===== src/rtl/pwrseq_pkg.sv =====
package pwrseq_pkg;

  typedef enum logic [2:0] {
    ST_IDLE   = 3'd0,
    ST_CLKON  = 3'd1,
    ST_REFON  = 3'd2,
    ST_SETTLE = 3'd3,
    ST_UNRST  = 3'd4,
    ST_FLUSH  = 3'd5,
    ST_PCLK   = 3'd6,
    ST_READY  = 3'd7
  } seq_state_t;

endpackage


===== src/rtl/pwrseq_rst_sync.sv =====
module pwrseq_rst_sync #(
  parameter int STAGES = 2
) (
  input  logic clk,
  input  logic arst_n,
  output logic srst_n
);

  logic [STAGES-1:0] chain_q;

  generate
    for (genvar i = 0; i < STAGES; i++) begin : g_stage
      if (i == 0) begin : g_first
        always_ff @(posedge clk or negedge arst_n) begin
          if (!arst_n) chain_q[0] <= 1'b0;
          else         chain_q[0] <= 1'b1;
        end
      end else begin : g_next
        always_ff @(posedge clk or negedge arst_n) begin
          if (!arst_n) chain_q[i] <= 1'b0;
          else         chain_q[i] <= chain_q[i-1];
        end
      end
    end
  endgenerate

  assign srst_n = chain_q[STAGES-1];

endmodule


===== src/rtl/pwrseq_timer.sv =====
module pwrseq_timer #(
  parameter int CNT_W = 16
) (
  input  logic             clk,
  input  logic             rst_n,
  input  logic             load,
  input  logic [CNT_W-1:0] load_val,
  input  logic             count_en,
  input  logic             tick,
  output logic             expired
);

  logic [CNT_W-1:0] cnt_q;
  logic [CNT_W-1:0] cnt_d;
  logic             cnt_we;
  logic             at_zero;

  assign at_zero = (cnt_q == '0);

  always_comb begin
    cnt_we = 1'b0;
    cnt_d  = cnt_q;
    if (load) begin
      cnt_we = 1'b1;
      cnt_d  = load_val;
    end else if (count_en && tick && !at_zero) begin
      cnt_we = 1'b1;
      cnt_d  = cnt_q - 1'b1;
    end
  end

  always_ff @(posedge clk or negedge rst_n) begin
    if (!rst_n)      cnt_q <= '0;
    else if (cnt_we) cnt_q <= cnt_d;
  end

  assign expired = at_zero;

endmodule


===== src/rtl/pwrseq_fsm.sv =====
module pwrseq_fsm
  import pwrseq_pkg::*;
(
  input  logic clk,
  input  logic rst_n,
  input  logic start_req,
  input  logic wait_over,
  output logic timer_load,
  output logic timer_run,
  output logic reg_clk_en,
  output logic core_rst_n,
  output logic xcvr_pdn,
  output logic usb_force_rst,
  output logic irq_clr,
  output logic proto_clk_en,
  output logic done
);

  seq_state_t state_q;
  seq_state_t state_d;

  always_comb begin
    state_d = state_q;
    unique case (state_q)
      ST_IDLE:   if (start_req) state_d = ST_CLKON;
      ST_CLKON:  state_d = ST_REFON;
      ST_REFON:  state_d = ST_SETTLE;
      ST_SETTLE: if (wait_over) state_d = ST_UNRST;
      ST_UNRST:  state_d = ST_FLUSH;
      ST_FLUSH:  state_d = ST_PCLK;
      ST_PCLK:   state_d = ST_READY;
      ST_READY:  state_d = ST_READY;
      default:   state_d = ST_IDLE;
    endcase
  end

  always_ff @(posedge clk or negedge rst_n) begin
    if (!rst_n) state_q <= ST_IDLE;
    else        state_q <= state_d;
  end

  always_comb begin
    reg_clk_en    = (state_q != ST_IDLE);
    core_rst_n    = (state_q != ST_IDLE);
    xcvr_pdn      = (state_q == ST_IDLE) || (state_q == ST_CLKON);
    usb_force_rst = (state_q == ST_IDLE) || (state_q == ST_CLKON) ||
                    (state_q == ST_REFON) || (state_q == ST_SETTLE);
    irq_clr       = (state_q == ST_FLUSH);
    proto_clk_en  = (state_q == ST_PCLK) || (state_q == ST_READY);
    done          = (state_q == ST_READY);
    timer_load    = (state_q == ST_REFON);
    timer_run     = (state_q == ST_SETTLE);
  end

endmodule


===== src/rtl/xcvr_pwrup_seq.sv =====
module xcvr_pwrup_seq #(
  parameter int CNT_W       = 16,
  parameter int SYNC_STAGES = 2
) (
  input  logic             clk,
  input  logic             rst_n,
  input  logic             start_req,
  input  logic             tick,
  input  logic [CNT_W-1:0] startup_cnt,
  output logic             reg_clk_en,
  output logic             core_rst_n,
  output logic             xcvr_pdn,
  output logic             usb_force_rst,
  output logic             irq_clr,
  output logic             proto_clk_en,
  output logic             done
);

  logic srst_n;
  logic timer_load;
  logic timer_run;
  logic wait_over;

  pwrseq_rst_sync #(
    .STAGES (SYNC_STAGES)
  ) u_rst_sync (
    .clk    (clk),
    .arst_n (rst_n),
    .srst_n (srst_n)
  );

  pwrseq_timer #(
    .CNT_W (CNT_W)
  ) u_timer (
    .clk      (clk),
    .rst_n    (srst_n),
    .load     (timer_load),
    .load_val (startup_cnt),
    .count_en (timer_run),
    .tick     (tick),
    .expired  (wait_over)
  );

  pwrseq_fsm u_fsm (
    .clk           (clk),
    .rst_n         (srst_n),
    .start_req     (start_req),
    .wait_over     (wait_over),
    .timer_load    (timer_load),
    .timer_run     (timer_run),
    .reg_clk_en    (reg_clk_en),
    .core_rst_n    (core_rst_n),
    .xcvr_pdn      (xcvr_pdn),
    .usb_force_rst (usb_force_rst),
    .irq_clr       (irq_clr),
    .proto_clk_en  (proto_clk_en),
    .done          (done)
  );

endmodule


===== config.mk =====
export PLATFORM = sky130hd
export DESIGN_NAME = xcvr_pwrup_seq
export DESIGN_NICKNAME = d
export VERILOG_FILES = /design/src/rtl/pwrseq_pkg.sv /design/src/rtl/pwrseq_rst_sync.sv /design/src/rtl/pwrseq_timer.sv /design/src/rtl/pwrseq_fsm.sv /design/src/rtl/xcvr_pwrup_seq.sv
export SDC_FILE = /design/constraint.sdc
export NUM_CORES = 1
export LEC_CHECK = 0
export BUFFER_PORTS_ARGS = -buffer_cell sky130_fd_sc_hd__buf_2
export CORE_MARGIN = 2
export CORE_UTILIZATION = 49
export DETAILED_ROUTE_END_ITERATION = 8
export PLACE_DENSITY = 0.76
export SYNTH_ARGS = -nofsm -noshare
export SYNTH_HDL_FRONTEND = slang
export SYNTH_SLANG_ARGS = --single-unit

===== constraint.sdc =====
create_clock -name clk -period 1.1 [get_ports clk]
set_input_delay 0.055 -clock clk [delete_from_list [all_inputs] [get_ports clk]]
set_output_delay 0.055 -clock clk [all_outputs]
set_load 0.05 [all_outputs]

==> flow_results.xml, run 1 <==
<?xml version="1.0" encoding="UTF-8"?>
<metrics>
  <group name="logic_synthesis">
    <metric name="synth_seq_cells" unit="">21</metric>
    <metric name="synth_top_cells_by_area" unit="">dfrtp_1 39%, nor2_1 6.4%, nand2_1 4.2%</metric>
    <metric name="number_of_flops_mapped_to_enable_cells_by_yosys" unit="">0</metric>
    <metric name="yosysTopAreaCell" unit="">dfrtp_1</metric>
    <metric name="yosysUniqueCellTypes" unit="">45</metric>
    <metric name="syn-instance-count" unit="">159</metric>
    <metric name="synth_top_flop_cell" unit="">dfrtp_1</metric>
    <metric name="mean_instance_size_in_the_synthesized_netlist" unit="um^2">8.53</metric>
    <metric name="synth_top_area_share" unit="%">38.7</metric>
    <metric name="ys.warnings.count" unit="">0</metric>
    <metric name="postSynthNetCount" unit="">180</metric>
    <metric name="async_reset_ff_share" unit="%">100</metric>
    <metric name="combined_area_of_all_synthesized_cells" unit="mm^2">0.00136</metric>
    <metric name="synth-seq-area-share" unit="%">38.7</metric>
  </group>
  <group name="die">
    <metric name="floorplan.initialDensity" unit="%">50.5</metric>
    <metric name="die_height" unit="um">56.6</metric>
    <metric name="x_dimension_of_the_die" unit="um">56.6</metric>
    <metric name="row_count" unit="">19</metric>
    <metric name="number_of_placed_i_o_pins" unit="">27</metric>
  </group>
  <group name="global_route">
    <metric name="grt_antenna_before_repair" unit="">0</metric>
    <metric name="grt_max_degree" unit="">20</metric>
  </group>
  <group name="clock_tree">
    <metric name="h-tree-depth" unit="">1</metric>
    <metric name="cts_buffers" unit="">3</metric>
    <metric name="clockBufferDepth" unit="">2</metric>
    <metric name="clock_sink_count" unit="">21</metric>
    <metric name="clk_root_buffer_cell" unit="">clkbuf_4</metric>
  </group>
  <group name="timing">
    <metric name="timing.worst_endpoint.kind" unit="">register input</metric>
    <metric name="grt-worst-endpoint" unit="">u_timer.cnt_q[8]$_DFFE_PN0P_/D</metric>
  </group>
  <group name="outcome">
    <metric name="tool.error" unit="">[ERROR DPL-0033] detailed placement checks failed during check placement.</metric>
    <metric name="outcome" unit="">did not finish</metric>
    <metric name="failing_step" unit="">global routing (5_1_grt)</metric>
  </group>
  <group name="placement">
    <metric name="place_hpwl" unit="mm">3.19</metric>
    <metric name="place.gp.congestion" unit="">0.904</metric>
    <metric name="place.port_buffers" unit="">26</metric>
    <metric name="placed_area" unit="mm^2">0.00197</metric>
  </group>
</metrics>
-- through the flow --
stage,cells,TNS (ns),setup WS (ns)
4_1_cts,293,-14.06,-0.737
3_5_place_dp,261,-12.84,-0.795
3_3_place_gp,261,-12.28,-0.738
2_1_floorplan,159,-11.14,-0.718
-- synth_stat cells (2+ instances only) --
library cell,count
nand4b_1,3
nand4_1,3
nor4_2,3
nor3_1,6
nand2b_1,2
o211ai_1,5
or3_1,6
nand3_1,11
a31oi_1,7
o21ai_0,2
nor3b_1,2
nor4_1,2
a221oi_1,2
o31ai_1,4
and2_1,3
inv_1,4
buf_2,2
clkbuf_1,5
nor2_1,23
nand2_1,15
or4_1,5
dfrtp_1,21
-- what timing repair did --
item | CTS
pin swaps | 27
hold endpoints to repair | 15
hold buffers | 14
endpoints found under the setup margin | 26
buffers inserted | 14
gates resized for setup | 51
cloned | 0
-- cells by family after synthesis --
group / synth area share, %
fa+ha+maj: 0.922
mux: 0.738
simple gates: 39.6
compound gates: 15.7
flops: 38.7
buf+inv: 4.06
other cells: 0.276
==> inputs of run 2 (changes only) <==
--- a/config.mk
+++ b/config.mk
@@ -6,10 +6,10 @@
 export NUM_CORES = 1
 export LEC_CHECK = 0
 export BUFFER_PORTS_ARGS = -buffer_cell sky130_fd_sc_hd__buf_2
-export CORE_MARGIN = 2
-export CORE_UTILIZATION = 49
+export CORE_AREA = 2 2 63 65
 export DETAILED_ROUTE_END_ITERATION = 8
-export PLACE_DENSITY = 0.76
+export DIE_AREA = 0 0 65 67
+export PLACE_DENSITY_LB_ADDON = 0.15
 export SYNTH_ARGS = -nofsm -noshare
 export SYNTH_HDL_FRONTEND = slang
 export SYNTH_SLANG_ARGS = --single-unit
==> constraint.sdc (replaced) <==
create_clock -name clk -period 1.45 [get_ports clk]
set_input_delay 0.0725 -clock clk [delete_from_list [all_inputs] [get_ports clk]]
set_output_delay 0.0725 -clock clk [all_outputs]
set_load 0.05 [all_outputs]
==> run 2 against run 1 <==
  * The flow now finishes, with violations (setup timing)
  * Area after synthesis unchanged
  * Synthesized cell count unchanged
==> flow_results.xml, run 2 <==
<?xml version="1.0" encoding="UTF-8"?>
<metrics>
  <group name="worst_setup_path">
    <metric name="worst_setup_path_start_kind" unit="">flop</metric>
    <metric name="reg2reg_slack" unit="ns">-0.40</metric>
    <metric name="critical_path.max_fanout" unit="">4</metric>
    <metric name="crit_required" unit="ns">1.66</metric>
    <metric name="worstRegToRegCells" unit="">4</metric>
    <metric name="critical_path_arrival" unit="ns">2.06</metric>
    <metric name="crit_path_end_kind" unit="">flop</metric>
    <metric name="critPathKind" unit="">reg -&gt; reg</metric>
  </group>
  <group name="logic_synthesis">
    <metric name="synth_top_cells_by_count" unit="">23 x nor2_1, 21 x dfrtp_1, 15 x nand2_1</metric>
    <metric name="yosysTopAreaCell" unit="">dfrtp_1</metric>
    <metric name="synth_top_area_share" unit="%">38.7</metric>
    <metric name="post_synth_and_or_nand_nor_area_fraction" unit="%">39.6</metric>
    <metric name="mux_share_of_post_synthesis_cell_area" unit="%">0.738</metric>
    <metric name="synth_top_cells_by_area" unit="">dfrtp_1 39%, nor2_1 6.4%, nand2_1 4.2%</metric>
    <metric name="async_reset_ff_share" unit="%">100</metric>
    <metric name="number_of_flops_mapped_to_enable_cells_by_yosys" unit="">0</metric>
    <metric name="postSynthNetCount" unit="">180</metric>
    <metric name="yosys.area_share.adder" unit="%">0.923</metric>
    <metric name="synth-compound-area-share" unit="%">15.7</metric>
    <metric name="synth_top_flop_cell" unit="">dfrtp_1</metric>
    <metric name="syn-instance-count" unit="">159</metric>
    <metric name="synth_most_common_cell" unit="">nor2_1</metric>
    <metric name="ys.warnings.count" unit="">0</metric>
    <metric name="combined_area_of_all_synthesized_cells" unit="mm^2">0.00136</metric>
    <metric name="synth-seq-area-share" unit="%">38.7</metric>
    <metric name="mean_instance_size_in_the_synthesized_netlist" unit="um^2">8.53</metric>
    <metric name="synth_top_family_by_area" unit="">simple AND/OR/NAND/NOR gates</metric>
    <metric name="synth_seq_cells" unit="">21</metric>
    <metric name="yosys.area_share.xor_xnor" unit="%">0</metric>
    <metric name="yosysUniqueCellTypes" unit="">45</metric>
  </group>
  <group name="min_path">
    <metric name="worst_hold_path_type" unit="">in -&gt; reg</metric>
    <metric name="timing.hold.worst_path_depth" unit="">3</metric>
  </group>
  <group name="clock_tree">
    <metric name="insertion_delay" unit="ns">0.26</metric>
    <metric name="clockBufferDepth" unit="">2</metric>
    <metric name="cts_buffers" unit="">3</metric>
    <metric name="clock_tree_from_tritoncts" unit="">done</metric>
    <metric name="clock_sink_count" unit="">21</metric>
    <metric name="clk_transition_reported_paths" unit="ns">0.08</metric>
    <metric name="h-tree-depth" unit="">1</metric>
    <metric name="clk_root_buffer_cell" unit="">clkbuf_8</metric>
  </group>
  <group name="outcome">
    <metric name="outcome" unit="">complete, but fails checks</metric>
    <metric name="violations_in_the_final_reports" unit="">setup timing</metric>
  </group>
  <group name="routing">
    <metric name="dr.first_iter.drc_count" unit="">77</metric>
    <metric name="drtPass1Iterations" unit="">4</metric>
    <metric name="final_antenna_net_count" unit="">0</metric>
    <metric name="wl_per_cell" unit="um">15.6</metric>
    <metric name="totalWireLength" unit="mm">4.59</metric>
    <metric name="vias_per_cell" unit="">5.32</metric>
    <metric name="drt_drc_violations_left" unit="">0</metric>
    <metric name="vias" unit="">1564</metric>
  </group>
  <group name="timing">
    <metric name="final_worst_path_period_need" unit="ns">1.85</metric>
    <metric name="worst_slack" unit="ns">-0.402</metric>
    <metric name="hold_viol_final" unit="">0</metric>
    <metric name="finalClockSkew" unit="ns">0.00109</metric>
    <metric name="post-route-period-util" unit="%">128</metric>
    <metric name="final_setup_violation_count" unit="">21</metric>
    <metric name="rsz_0062_raised_after_global_routing" unit="">true</metric>
    <metric name="final.hold.worst_slack" unit="ns">0.00874</metric>
    <metric name="clock.fmax" unit="MHz">540</metric>
    <metric name="report.final.slew_viol_count" unit="">0</metric>
  </group>
  <group name="final_layout">
    <metric name="drive_above_1_share" unit="%">54.1</metric>
    <metric name="layout_commonest_cell" unit="">buf_4</metric>
    <metric name="antenna_cells_inserted" unit="">0</metric>
    <metric name="fin_area" unit="mm^2">0.00232</metric>
    <metric name="largest_register_ff_count" unit="">16</metric>
    <metric name="final_cell_mix" unit="">56 x buf_4, 23 x buf_2, 20 x dfrtp_1, 19 x nor2_1, 15 x nand2_1</metric>
    <metric name="flow.area_growth_from_synthesis" unit="%">71.2</metric>
    <metric name="layoutNonFillerInstCount" unit="">294</metric>
    <metric name="layout_top_registers" unit="">u_timer.cnt_q x16, u_fsm.state_q x3</metric>
    <metric name="finish.net_count" unit="">268</metric>
    <metric name="largest-register" unit="">u_timer.cnt_q</metric>
  </group>
  <group name="global_route">
    <metric name="first_global_vias" unit="">1602</metric>
    <metric name="grt_antenna_before_repair" unit="">0</metric>
    <metric name="grt_overflow_total" unit="">0</metric>
    <metric name="grt_first_pass_wirelength" unit="mm">7.52</metric>
    <metric name="grt_max_degree" unit="">20</metric>
    <metric name="grt_use_total" unit="%">22.7</metric>
  </group>
  <group name="power_and_ir_drop">
    <metric name="vdd.ir_drop.worst" unit="mV">0.317</metric>
    <metric name="pwr_density_cell" unit="mW/mm^2">555</metric>
    <metric name="leakage_power_of_the_design" unit="nW">1.03</metric>
  </group>
  <group name="placement">
    <metric name="placed_area" unit="mm^2">0.00194</metric>
    <metric name="place.gp.congestion" unit="">0.890</metric>
    <metric name="numPlacedInstances" unit="">272</metric>
    <metric name="dpl_worst_slack" unit="ns">-0.425</metric>
    <metric name="place_hpwl" unit="mm">3.20</metric>
    <metric name="place.port_buffers" unit="">26</metric>
  </group>
  <group name="die">
    <metric name="core_area" unit="mm^2">0.00361</metric>
    <metric name="row_count" unit="">22</metric>
    <metric name="floorplan.initialDensity" unit="%">37.6</metric>
    <metric name="design.die.area" unit="mm^2">0.00436</metric>
    <metric name="die_height" unit="um">67</metric>
    <metric name="number_of_placed_i_o_pins" unit="">27</metric>
    <metric name="x_dimension_of_the_die" unit="um">65</metric>
  </group>
  <group name="job">
    <metric name="drv_cap" unit="">0</metric>
  </group>
</metrics>
## run 2: power by group
part | switching (W) | internal [W]
combinational | 0.000128 | 0.000144
clock | 0.000213 | 0.000192
sequential | 0.0000123 | 0.000598
total | 0.000354 | 0.000935
## run 2: what timing repair did
item	in CTS	in global routing
hold buffers	1	0
pin swaps	20	14
hold endpoints to repair	2	0
endpoints found under the setup margin	22	21
resized for setup	28	16
setup buffers	11	6
cloned	0	0
## run 2: final cells by class
cell class | instances | area [um^2]
fill | 320 | 1280
multi-input combinational | 125 | 990
timing repair buffer | 92 | 684
sequential | 21 | 527
tap | 48 | 60.1
clock buffer | 3 | 41.3
inverter | 4 | 15.0
clock inverter | 1 | 5.00
## run 2: worst paths after layout
kind                                   start                     to
max reg2reg                 u_timer.cnt_q[9]      u_timer.cnt_q[13]
max                         u_timer.cnt_q[9]      u_timer.cnt_q[13]
min in group asynchronous              rst_n  u_rst_sync.chain_q[0]
min reg2reg                u_rst_sync.srst_n      u_timer.cnt_q[12]
min                          startup_cnt[10]      u_timer.cnt_q[10]
max in group asynchronous  u_rst_sync.srst_n       u_fsm.state_q[0]
## run 2: metrics by stage
step	power (W)	utilization, %	setup TNS [ns]
4_1_cts	0.00126	61.0	-5.56
3_5_place_dp	0.000829	53.8	-6.09
3_3_place_gp	0.000825	53.8	-5.59
2_1_floorplan	0.000727	-	-4.22
5_1_grt	0.00134	64.4	-6.93
6_report	0.00129	64.4	-5.40
## run 2: logic make-up after synthesis
family / after synthesis
multiplexers: 1
buffers and inverters: 13
adder cells (fa/ha/maj): 1
other: 1
flip-flops: 21
AO/OA/AOI/OAI: 28
AND/OR/NAND/NOR: 94
## run 2: worst max-delay path, stage by stage, from the launching register on
cell and delay (ns):
dfrtp_1 0.39, or4_4 0.56, or2_4 0.28, or4b_1 0.48, nand3_1 0.08
## run 2: layer usage
layer  share of wire (%)  vias up  global-route usage (%)
li1                    -      774                       -
met1                  43      754                    28.9
met2                  53       32                    41.0
met3                 3.3        4                    1.52
met4                 1.1        0                    7.18
met5                   0        -                       0
Power figures use the tool's default switching activity.
==> inputs of run 3 (changes only) <==
--- a/config.mk
+++ b/config.mk
@@ -9,6 +9,7 @@
 export CORE_AREA = 2 2 63 65
 export DETAILED_ROUTE_END_ITERATION = 8
 export DIE_AREA = 0 0 65 67
+export MAX_ROUTING_LAYER = met4
 export PLACE_DENSITY_LB_ADDON = 0.15
 export SYNTH_ARGS = -nofsm -noshare
 export SYNTH_HDL_FRONTEND = slang
==> constraint.sdc (replaced) <==
create_clock -name clk -period 1.45 [get_ports clk]
set_input_delay 0.29 -clock clk [delete_from_list [all_inputs] [get_ports clk]]
set_output_delay 0.29 -clock clk [all_outputs]
set_load 0.05 [all_outputs]
==> run 3 against run 2 <==
  * The flow still finishes with violations (setup timing)
  * Via count up 10%
  * Hold slack better by 0.18 ns
  * Cell count up 1.7%
  * Setup slack worse by 0.0015 ns
  * Fmax about the same
  * Die area unchanged
  * Sequential cell count unchanged
  * Largest power group unchanged
==> flow_results.xml, run 3 (same netlist as run 2, synthesis figures left out) <==
<?xml version="1.0" encoding="UTF-8"?>
<metrics>
  <group name="outcome">
    <metric name="outcome" unit="">complete, but fails checks</metric>
    <metric name="violations_in_the_final_reports" unit="">setup timing</metric>
  </group>
  <group name="final_layout">
    <metric name="layout_commonest_cell" unit="">buf_4</metric>
    <metric name="drive_above_1_share" unit="%">56.2</metric>
    <metric name="antenna_cells_inserted" unit="">0</metric>
    <metric name="largest_register_ff_count" unit="">16</metric>
    <metric name="finish.net_count" unit="">273</metric>
    <metric name="flow.area_growth_from_synthesis" unit="%">79.8</metric>
    <metric name="final_cell_mix" unit="">57 x buf_4, 20 x dfrtp_1, 19 x buf_2, 18 x nor2_1, 15 x buf_6</metric>
    <metric name="largest-register" unit="">u_timer.cnt_q</metric>
    <metric name="layout.filler_cells" unit="">282</metric>
    <metric name="layout_top_registers" unit="">u_timer.cnt_q x16, u_fsm.state_q x3</metric>
  </group>
  <group name="clock_tree">
    <metric name="h-tree-depth" unit="">1</metric>
    <metric name="cts_buffers" unit="">3</metric>
    <metric name="clk_root_buffer_cell" unit="">clkbuf_8</metric>
    <metric name="clk_transition_reported_paths" unit="ns">0.09</metric>
    <metric name="clock_sink_count" unit="">21</metric>
    <metric name="clock_tree_from_tritoncts" unit="">done</metric>
    <metric name="clockBufferDepth" unit="">2</metric>
    <metric name="insertion_delay" unit="ns">0.27</metric>
  </group>
  <group name="worst_setup_path">
    <metric name="worst_setup_path_endpoint" unit="">u_timer.cnt_q[9]</metric>
    <metric name="crit_required" unit="ns">1.60</metric>
    <metric name="worst_setup_path_start_kind" unit="">flop</metric>
    <metric name="crit_path_end_kind" unit="">flop</metric>
    <metric name="reg2reg_slack" unit="ns">-0.40</metric>
    <metric name="critical_path_arrival" unit="ns">2.00</metric>
    <metric name="worst_r2r_startpoint" unit="">u_timer.cnt_q[9]</metric>
    <metric name="critPathKind" unit="">reg -&gt; reg</metric>
    <metric name="worstRegToRegCells" unit="">5</metric>
    <metric name="setup.worst_path.start" unit="">u_timer.cnt_q[9]</metric>
    <metric name="critical_path.max_fanout" unit="">5</metric>
    <metric name="r2r_end" unit="">u_timer.cnt_q[9]</metric>
  </group>
  <group name="die">
    <metric name="row_count" unit="">22</metric>
    <metric name="die_height" unit="um">67</metric>
    <metric name="design.die.area" unit="mm^2">0.00436</metric>
    <metric name="x_dimension_of_the_die" unit="um">65</metric>
    <metric name="floorplan.initialDensity" unit="%">37.6</metric>
    <metric name="number_of_placed_i_o_pins" unit="">27</metric>
    <metric name="core_area" unit="mm^2">0.00361</metric>
  </group>
  <group name="power_and_ir_drop">
    <metric name="cell_internal_pwr" unit="W">0.000931</metric>
    <metric name="netSwitchingPower" unit="W">0.000350</metric>
    <metric name="pwr-share-seq" unit="%">47.6</metric>
    <metric name="pwr_density_cell" unit="mW/mm^2">525</metric>
    <metric name="p_clk_share" unit="%">31.6</metric>
    <metric name="vdd.ir_drop.worst" unit="mV">0.431</metric>
    <metric name="leakage_power_of_the_design" unit="nW">1.08</metric>
    <metric name="share_comb_of_total_power" unit="%">20.8</metric>
    <metric name="power_switching_share" unit="%">27.3</metric>
  </group>
  <group name="routing">
    <metric name="final_antenna_net_count" unit="">0</metric>
    <metric name="vias_per_cell" unit="">5.76</metric>
    <metric name="dr.first_iter.drc_count" unit="">77</metric>
    <metric name="vias" unit="">1721</metric>
    <metric name="wl_per_cell" unit="um">17.8</metric>
    <metric name="drtPass1Iterations" unit="">5</metric>
    <metric name="drt_drc_violations_left" unit="">0</metric>
    <metric name="totalWireLength" unit="mm">5.33</metric>
  </group>
  <group name="timing">
    <metric name="finalClockSkew" unit="ns">0.00583</metric>
    <metric name="report.final.slew_viol_count" unit="">0</metric>
    <metric name="fin_setup_tns" unit="ns">-7.03</metric>
    <metric name="hold_viol_final" unit="">0</metric>
    <metric name="post-route-period-util" unit="%">128</metric>
    <metric name="clock.fmax" unit="MHz">539</metric>
    <metric name="final_setup_violation_count" unit="">26</metric>
    <metric name="worst_slack" unit="ns">-0.404</metric>
    <metric name="final_worst_path_period_need" unit="ns">1.85</metric>
    <metric name="rsz_0062_raised_after_global_routing" unit="">true</metric>
  </group>
  <group name="job">
    <metric name="drv_cap" unit="">0</metric>
  </group>
  <group name="global_route">
    <metric name="grt_first_pass_wirelength" unit="mm">8.63</metric>
    <metric name="grt_antenna_before_repair" unit="">0</metric>
    <metric name="grt_max_degree" unit="">13</metric>
    <metric name="first_global_vias" unit="">1731</metric>
    <metric name="grt_overflow_total" unit="">0</metric>
    <metric name="grt_use_total" unit="%">26.9</metric>
  </group>
  <group name="min_path">
    <metric name="worst_hold_path_type" unit="">reg -&gt; async</metric>
  </group>
  <group name="placement">
    <metric name="dpl_worst_slack" unit="ns">-0.413</metric>
    <metric name="place_hpwl" unit="mm">3.42</metric>
    <metric name="place.gp.congestion" unit="">0.925</metric>
    <metric name="place.port_buffers" unit="">26</metric>
  </group>
</metrics>
-- run 3: per-stage QoR --
step | hold WS (ns) | utilization (%) | instances | power [W] | area, um^2
4_1_cts | 0.190 | 64.3 | 293 | 0.00127 | 2320
5_1_grt | 0.231 | 67.6 | 299 | 0.00134 | 2440
6_report | 0.184 | 67.6 | 299 | 0.00128 | 2440
3_5_place_dp | 0.0778 | 54.2 | 273 | 0.000837 | 1950
3_3_place_gp | 0.0744 | 54.2 | 273 | 0.000834 | 1950
2_1_floorplan | -0.00559 | - | 159 | 0.000727 | 1450
-- run 3: worst min path at each step --
stage / startpoint / to / slack, ns
after floorplan: rst_n / u_rst_sync.chain_q[0] / -0.006
after global placement: rst_n / u_rst_sync.srst_n / 0.07
after detailed placement: rst_n / u_rst_sync.srst_n / 0.08
after CTS: u_rst_sync.srst_n / u_timer.cnt_q[13] / 0.19
after global routing: u_rst_sync.srst_n / u_timer.cnt_q[13] / 0.23
final: u_rst_sync.srst_n / u_timer.cnt_q[14] / 0.18
-- run 3: worst max-delay path, stage by stage (launching register included) --
cell,delay [ns]
dfrtp_1,0.39
or4_4,0.56
buf_6,0.15
nor4_4,0.38
or4_1,0.18
a31oi_1,0.08
-- run 3: routing by layer --
metal / vias up / GRT usage, % / share of wire, %
li1: 789 / - / -
met1: 874 / 30.2 / 41
met2: 49 / 49.9 / 53
met3: 9 / 3.04 / 4.2
met4: 0 / 8.51 / 1.6
met5: - / - / 0
-- run 3: layout make-up --
type	instances	area (um^2)	area share, %
clock inverters	1	5.00	0.205
repair buffers	97	777	31.9
inverters	4	18.8	0.770
multi-input cells	125	1010	41.4
flip-flops and latches	21	527	21.6
well taps	48	60.1	2.46
clock buffers	3	41.3	1.69
-- run 3: what timing repair did --
action	CTS	global route
hold buffers	1	0
endpoints found under the setup margin	26	26
setup buffers	15	8
endpoints found under the hold margin	2	0
gates resized for setup	49	17
gates cloned	0	0
pin swaps	24	12
-- run 3: power by group through the flow --
stage | logic [W] | registers [W] | clock network, W
CTS | 0.000252 | 0.000610 | 0.000404
finish | 0.000266 | 0.000610 | 0.000405
global route | 0.000286 | 0.000612 | 0.000442
global placement | 0.000215 | 0.000619 | 0
detailed placement | 0.000217 | 0.000620 | 0
floorplan | 0.0000979 | 0.000629 | 0
